$ cat src/rtl/rx_status_queue.sv
module rx_status_queue #(
  parameter int DEPTH    = 8,
  parameter int DATA_CAP = 64,
  parameter int OVR_HYST = 4
) (
  input  logic        clk,
  input  logic        rst_n,
  input  logic        rx_reset,
  input  logic        frm_start,
  input  logic        byte_wr,
  input  logic        frm_end,
  input  logic [3:0]  frm_err,
  input  logic        cmd_valid,
  input  logic [4:0]  cmd_op,
  input  logic        rd_byte,
  output logic [15:0] status_word,
  output logic        rx_complete,
  output logic        flag_receiving,
  output logic        flag_stat_ovr,
  output logic        flag_rx_ovr,
  output logic        flag_rx_underrun,
  output logic        adapter_fail
);
  localparam int LW = 11;
  localparam int PW = $clog2(DEPTH);
  localparam int CW = $clog2(DEPTH + 1);
  localparam int UW = $clog2(DATA_CAP + 1);
  localparam logic [4:0] DISC_OP = 5'h08;

  logic [LW-1:0] len_q [DEPTH];
  logic [3:0]    err_q [DEPTH];
  logic [DEPTH-1:0] done_q;
  logic [PW-1:0] hd, tl, cur;
  logic [CW-1:0] cnt;
  logic [UW-1:0] used, used_n;
  logic [LW-1:0] rd_cnt;
  logic rcv, ovr, unf;

  logic [LW-1:0] head_len;
  logic head_done, has_rec, do_disc, do_start, do_wr, rd_ok, do_rd, bad_rd;

  assign has_rec   = cnt != '0;
  assign head_len  = len_q[hd];
  assign head_done = has_rec && done_q[hd];
  assign do_disc   = cmd_valid && cmd_op == DISC_OP && head_done;
  assign do_start  = frm_start && !rcv && cnt != CW'(DEPTH) && !ovr;
  assign do_wr     = byte_wr && rcv && used != UW'(DATA_CAP);
  assign rd_ok     = has_rec && rd_cnt < head_len;
  assign do_rd     = rd_byte && !do_disc && rd_ok;
  assign bad_rd    = rd_byte && !do_disc && !rd_ok;

  always_comb begin
    used_n = used + UW'(do_wr) - UW'(do_rd);
    if (do_disc) used_n = used_n - UW'(head_len - rd_cnt);
  end

  always_ff @(posedge clk or negedge rst_n) begin
    if (!rst_n) begin
      hd <= '0; tl <= '0; cur <= '0; cnt <= '0; used <= '0; rd_cnt <= '0;
      rcv <= 1'b0; ovr <= 1'b0; unf <= 1'b0; done_q <= '0;
      for (int i = 0; i < DEPTH; i++) begin
        len_q[i] <= '0; err_q[i] <= '0;
      end
    end else if (rx_reset) begin
      hd <= '0; tl <= '0; cur <= '0; cnt <= '0; used <= '0; rd_cnt <= '0;
      rcv <= 1'b0; ovr <= 1'b0; unf <= 1'b0; done_q <= '0;
      for (int i = 0; i < DEPTH; i++) begin
        len_q[i] <= '0; err_q[i] <= '0;
      end
    end else begin
      if (do_start) begin
        len_q[tl]  <= '0;
        err_q[tl]  <= '0;
        done_q[tl] <= 1'b0;
        cur <= tl;
        tl  <= tl + PW'(1);
        rcv <= 1'b1;
      end
      if (do_wr) len_q[cur] <= len_q[cur] + LW'(1);
      if (frm_end && rcv) begin
        done_q[cur] <= 1'b1;
        err_q[cur]  <= frm_err;
        rcv <= 1'b0;
      end
      if (do_disc) begin
        hd <= hd + PW'(1);
        rd_cnt <= '0;
      end else if (do_rd) begin
        rd_cnt <= rd_cnt + LW'(1);
      end
      cnt  <= cnt + CW'(do_start) - CW'(do_disc);
      used <= used_n;
      if (used_n == UW'(DATA_CAP)) ovr <= 1'b1;
      else if (UW'(DATA_CAP) - used_n >= UW'(OVR_HYST)) ovr <= 1'b0;
      if (bad_rd) unf <= 1'b1;
    end
  end

  assign status_word = !has_rec    ? 16'h8000 :
                       done_q[hd]  ? {1'b0, err_q[hd], head_len} :
                                     {1'b1, 4'b0000, head_len};
  assign rx_complete      = head_done;
  assign flag_receiving   = rcv;
  assign flag_stat_ovr    = cnt == CW'(DEPTH);
  assign flag_rx_ovr      = ovr;
  assign flag_rx_underrun = unf;
  assign adapter_fail     = unf;
endmodule


$ cat config.mk
export PLATFORM = sky130hd
export DESIGN_NAME = rx_status_queue
export DESIGN_NICKNAME = d
export VERILOG_FILES = /design/src/rtl/rx_status_queue.sv
export SDC_FILE = /design/constraint.sdc
export NUM_CORES = 1
export LEC_CHECK = 0
export ABC_AREA = 1
export BUFFER_PORTS_ARGS = -buffer_cell sky130_fd_sc_hd__buf_2
export CORE_MARGIN = 2
export CORE_UTILIZATION = 35
export DETAILED_ROUTE_END_ITERATION = 10
export PLACE_DENSITY_LB_ADDON = 0.1
export RECOVER_POWER = 25
export SLEW_MARGIN = 30
export SYNTH_ARGS = -nofsm -noshare
export SYNTH_HDL_FRONTEND = slang
export SYNTH_SLANG_ARGS = --single-unit
export TNS_END_PERCENT = 50
$ cat constraint.sdc
create_clock -name clk -period 6.2 [get_ports clk]
set_input_delay 0.31 -clock clk [delete_from_list [all_inputs] [get_ports clk]]
set_output_delay 0.31 -clock clk [all_outputs]
set_load 0.02 [all_outputs]
== Word level (Yosys, flattened, before mapping) ==
Index checks and enable logic that the tools add are counted.
Word-level totals
  word-level logic and storage cells: 151
  register bits: 162
  output and inout port bits: 22
Cells by class
  muxes and demuxes: 59
  bitwise gates (word level): 10
  reduce and logical (&&, ||, !) cells: 28
  magnitude comparators: 12
  add/sub/neg operators: 11
  equal/unequal tests: 5
Operator list (count)
  $mux W88: 4
  $mux W32: 4
  $mux W11: 9
  $and A88 B88 Y88: 1
  $bwmux W88: 1
  $not A88 Y88: 1
  $bmux W11 S3: 2
  $demux W11 S3: 2
  $and A32 B32 Y32: 1
  $bwmux W32: 1
  $mux W16: 2
  $mux W8: 4
  $not A32 Y32: 1
  $demux W4 S3: 2
  $add A11 B1 Y11 const B: 2
  $mux W4: 5
  $mux W3: 6
  $logic_and A1 B1 Y1: 17
  $mux W7: 2
  $sub A7 B7 Y7: 2
  $bmux W4 S3: 1
  $ge A4 B4 Y1 const B: 3
  $lt A3 B4 Y1 const B: 3
  $not A3 Y4: 3
  25 further kinds: 46

== Longest topological paths before layout ==
  depth after elaboration: 15
  mapped depth: 38
  depth with buffers taken out: 35

== Least setup slack after synthesis ==
OpenSTA, ideal clock, no wires.
  path type: register -> register
  from: register hd[0]
  to: register ovr, in the netlist flag_rx_ovr
  setup time: 0.118 ns
  buffers on the path: 4
  data arrival time: 5.513 ns
  clock period less this slack: 5.631 ns
  path slack: 0.569 ns
  cell stages (with the launch flop): 37
  cell sequence: dfrtp_1 -> buf_6 -> clkbuf_1 -> clkbuf_1 -> a21oi_1 -> o21ai_0 -> nand3_1 -> nand2_1 -> ha_1 -> a21oi_1 -> o21ai_0 -> nand3_1 -> nand4_1 -> a21oi_1 -> nand3_2 -> buf_2 -> inv_1 -> ha_1 -> inv_1 -> ha_1 -> inv_1 -> fa_1 -> nand3b_1 -> nand2_1 -> xor2_1 -> fa_1 -> ha_1 -> nand2_1 -> or2_2 -> nand4_1 -> nand2_1 -> nor2_1 -> nand2_1 -> nand2_1 -> inv_1 -> nand4_1 -> nand2_1
On the way
  cells in the longest elaborated chain, start to end: 13
RTL lines
  start, declared: RTL line 33  | logic [PW-1:0] hd, tl, cur;
  start signal, assigned: RTL line 86  | hd <= hd + PW'(1);
  $not A3 Y4 (implied by the code) or $bmux W1 S3 (tied branches): RTL line 43, 44
  $bmux W11 S3 or $mux W1 (tied branches): RTL line 43, 44
  $mux W11 (implied by the code) or $logic_and A1 B1 Y1 (tied branches): RTL line 43, 44
  $mux W11 (implied by the code) or $logic_and A1 B1 Y1 (tied branches): RTL line 43, 45
  $lt A11 B11 Y1 or $logic_not A1 Y1 (tied branches): RTL line 48, 49
  $logic_and A1 B1 Y1, on equally long branches: RTL line 48, 49
  $logic_and A1 B1 Y1: RTL line 49  | assign do_rd = rd_byte && !do_disc && rd_ok;
  $sub A7 B1 Y7: RTL line 53  | used_n = used + UW'(do_wr) - UW'(do_rd);
  $sub A7 B7 Y7: RTL line 54  | if (do_disc) used_n = used_n - UW'(head_len - rd_cnt);
  $mux W7 *: RTL line 54
  $sub A7 B7 Y7 or $eq A7 B7 Y1 (tied branches): RTL line 94, 93
  $ge A7 B3 Y1 or $mux W1 (tied branches): RTL line 94, 93
  $reduce_bool A3 Y1 (no line) or $mux W1 (tied branches)
  end signal, assigned: RTL line 60  | rcv <= 1'b0; ovr <= 1'b0; unf <= 1'b0; done_q <= '0;
  end signal, assigned: RTL line 93  | if (used_n == UW'(DATA_CAP)) ovr <= 1'b1;
  end signal, assigned: RTL line 94  | else if (UW'(DATA_CAP) - used_n >= UW'(OVR_HYST)) ovr <= 1'b0;
  end, declared: RTL line 37  | logic rcv, ovr, unf;
Mark *: on every way between the ends. The rest lies on a longest branch, timed or not. The select of a mux whose other input is x is not followed.
A chain may end at the register's enable or synchronous reset.

== Worst setup path after layout ==
Same ends and word-level chain as after synthesis.

==> impl_summary.txt <==
----------------------------------------------------
[Logic synthesis]
  Count of flip-flops with a built-in enable after synthesis ... 0
  Share of flip-flops with an asynchronous set or reset ... 1.00
  Ys flop type ... dfrtp_1
  Top post-synthesis cells by count ... 499 x nand2_1, 184 x inv_1, 181 x a21oi_1, 162 x dfrtp_1, 125 x o21ai_0
  Syn. warnings ... 0
  Library cells used by synthesis ... 43
  Number of nets in the synthesized netlist ... 1650
  Cell with the most instances after synthesis ... nand2_1
  Cell accounting for the most synthesized area ... dfrtp_1
  Syn Area/Cell ... 6.81 um2
  Post-Syn Instances ... 1589
  Post-synthesis instance area ... 0.0108 mm2
  Post-synthesis sequential area ratio ... 0.374
  Cell types occupying the most area after synthesis ... dfrtp_1 37%, nand2_1 17%, a21oi_1 8.4%
  Flop and latch count out of synthesis ... 162
  Area share of the largest cell type after synthesis ... 0.374

[Place]
  Placer Congestion ... 0.864
  DP HPWL ... 24.8 mm
  Number of I/O port buffers ... 38
  # placed instances ... 1975
  Minimum setup slack after placement ... 0.634 ns

[Floorplanning]
  Num ports ... 39
  Die Span X ... 180 um
  Overall die height ... 180 um
  Starting utilization of the core area ... 0.355
  Floorplan row count ... 64
  CORE AREA ... 0.0305 mm2
  Total die area ... 0.0324 mm2

[Power and ir drop]
  Worst-case vdd ir drop ... 255 uV
  Power density cells ... 362 mW/mm2
  Leak pwr ... 0.00548 uW

[CTS]
  Buffer cell driving the clock tree root ... clkbuf_16
  Post-cts sizing count ... 0
  Setup Buffers After CTS ... 0
  Sinks on the clock net ... 162
  Clock latency on the worst-skew pair ... 0.46 ns
  Hold bufs inserted after CTS ... 1
  Total number of H-tree levels ... 4
  CTS Buf Count ... 17
  CTS tree ... yes
  Clock-pin slew of the registers on the worst-case setup and hold paths ... 0.08 ns
  Maximum clock path buffer count ... 2

[Critical path]
  CP endpoint kind ... flip-flop
  Kind of cell adding the most delay to the critical path ... adder cells
  Worst Path Arrival ... 6.01 ns
  Data required time of the critical path ... 6.59 ns
  Buffers & Inverters on Critical Path ... 6
  Maximum fanout count along the critical path ... 27
  Cell type of the slowest stage on the worst timing path ... fa_1
  Worst path most repeated cell ... nand2_1
  Startpoint-to-endpoint class of the critical path ... flip-flop to flip-flop
  Largest incremental delay on the critical path ... 0.46 ns
  Kind of start point of the critical path ... flip-flop

[Timing]
  Sum Neg Setup Slack ... 0 ns
  Final critical delay including setup and external delays ... 5.62 ns
  RSZ-0062 raised after global routing ... no
  Slew @ Worst Pin ... 2.64 ns
  Max Freq ... 178 MHz
  Worst slew slack as a fraction of its limit ... -0.758
  Number of slew-limit violations in the final report ... 111
  Worst-case setup margin in the final layout ... 0.578 ns
  Largest clock skew in the final design ... 0.0213 ns
  Final-report hold violation count ... 0
  Total setup violations reported at the end of the flow ... 0
  Part of the cycle the worst path needs ... 0.907

[Routing]
  Violation count after the first detailed-route iteration ... 791
  Post-DR vias/cell ... 5.20
  Total wire length after detailed routing ... 37.3 mm
  # DRC ... 0
  Drt wl/cell ... 18.6 um
  Total number of vias ... 10.4k
  Post-route ant nets ... 0
  First-pass iteration count of the detailed router ... 5

[Global route]
  Overall routing resource usage ... 0.235
  Global-route wire length before repair ... 59.0 mm
  Total congestion overflow after global routing ... 0
  Initial antenna violation count ... 0
  Maximum number of pins on one net before global-route repair ... 70
  Via count of the first global-routing pass ... 9923

[Outcome]
  Violations in the final reports ... max-capacitance violations, max-slew violations
  Status ... finished with violations

[Cells and area]
  Area of the multi-input gates ... 0.00566 mm2
  Number of antenna repair diodes ... 0
  Sequential cell area ... 0.00406 mm2
  P&R area growth vs syn ... 10.5%
  Fraction of layout cells with a size suffix above 1 ... 0.0806
  Non-filler cells, final ... 2008
  Number of nets in the final layout ... 1660
  Number of inserted filler cells in the final layout ... 3242

[Min path]
  Worst Hold Class ... input pin to flip-flop

[Job]
  Max-cap violation count ... 2

----------------------------------------------------
-- layer usage --
layer  vias up  share of wire  global-route usage
met2       294           0.46               0.375
li1       5100              -                   -
met5         -              0                   0
met4         0          0.019              0.0657
met3        45          0.059              0.0446
met1      4993           0.46               0.324
-- sequential cells by signal, indices dropped and copies added (netlist names) --
signal,cells
tl,3
used,7
flag_receiving,1
done_q,8
cnt,4
cur,3
hd,3
rd_cnt,11
flag_rx_ovr,1
adapter_fail,1
len_q,88
err_q,32
-- placed cells by master, fill, tap and decap left out, types with 27 or more instances in the layout --
master     n
nand2_1  499
inv_1    184
a21oi_1  181
dfrtp_1  160
o21ai_0  125
nor2_1   105
nand3_1   99
ha_1      36
buf_2     32
buf_4     27
-- worst paths after layout --
check	start	to	slack (ns)	cells after the start
max	hd[0]	flag_rx_ovr	0.58	33
min in group asynchronous	rst_n	used[2]	1.24	2
max in group asynchronous	rst_n	hd[0]	2.06	3
min	frm_end	flag_receiving	0.04	2
min reg2reg	err_q[10]	err_q[10]	0.53	2
max reg2reg	hd[0]	flag_rx_ovr	0.58	33
-- cells by family (layout without fill, tap and decap cells) --
group,after synthesis,count (layout),synth area share
DFF,162,162,0.374
AOI/OAI and AO/OA,336,336,0.162
and+or+nand+nor,756,756,0.288
muxes,1,1,0.000924
adders and majority gates,44,44,0.0564
xor gates and xnor gates,17,17,0.0151
buffers and inverters,273,296,0.103
-- area by class of cell --
| class | count | share of cell area |
|---|---|---|
| clock inverters | 12 | 0.0102 |
| flip-flops and latches | 162 | 0.339 |
| multi-input cells | 1154 | 0.473 |
| inverters | 196 | 0.0617 |
| well taps | 396 | 0.0414 |
| clock buffers | 20 | 0.0382 |
| repair buffers | 68 | 0.0365 |
-- metrics by stage --
stage	utilization	cell area [um2]	total power [uW]	hold slack, ns
4_1_cts	0.393	12000	4370	0.0273
5_1_grt	0.392	12000	4720	0.0311
6_report	0.392	12000	4330	0.0421
3_3_place_gp	0.373	11400	3290	0.263
2_1_floorplan	-	10800	2750	0.0144
3_5_place_dp	0.373	11400	3280	0.263
-- power by group --
group	leakage, uW	switching, uW	internal, uW
Combinational	0.00297	1330	732
Clock	0.000273	500	583
Sequential	0.00224	69.5	1120
Total	0.00548	1900	2430
Power figures use the tool's default switching activity.
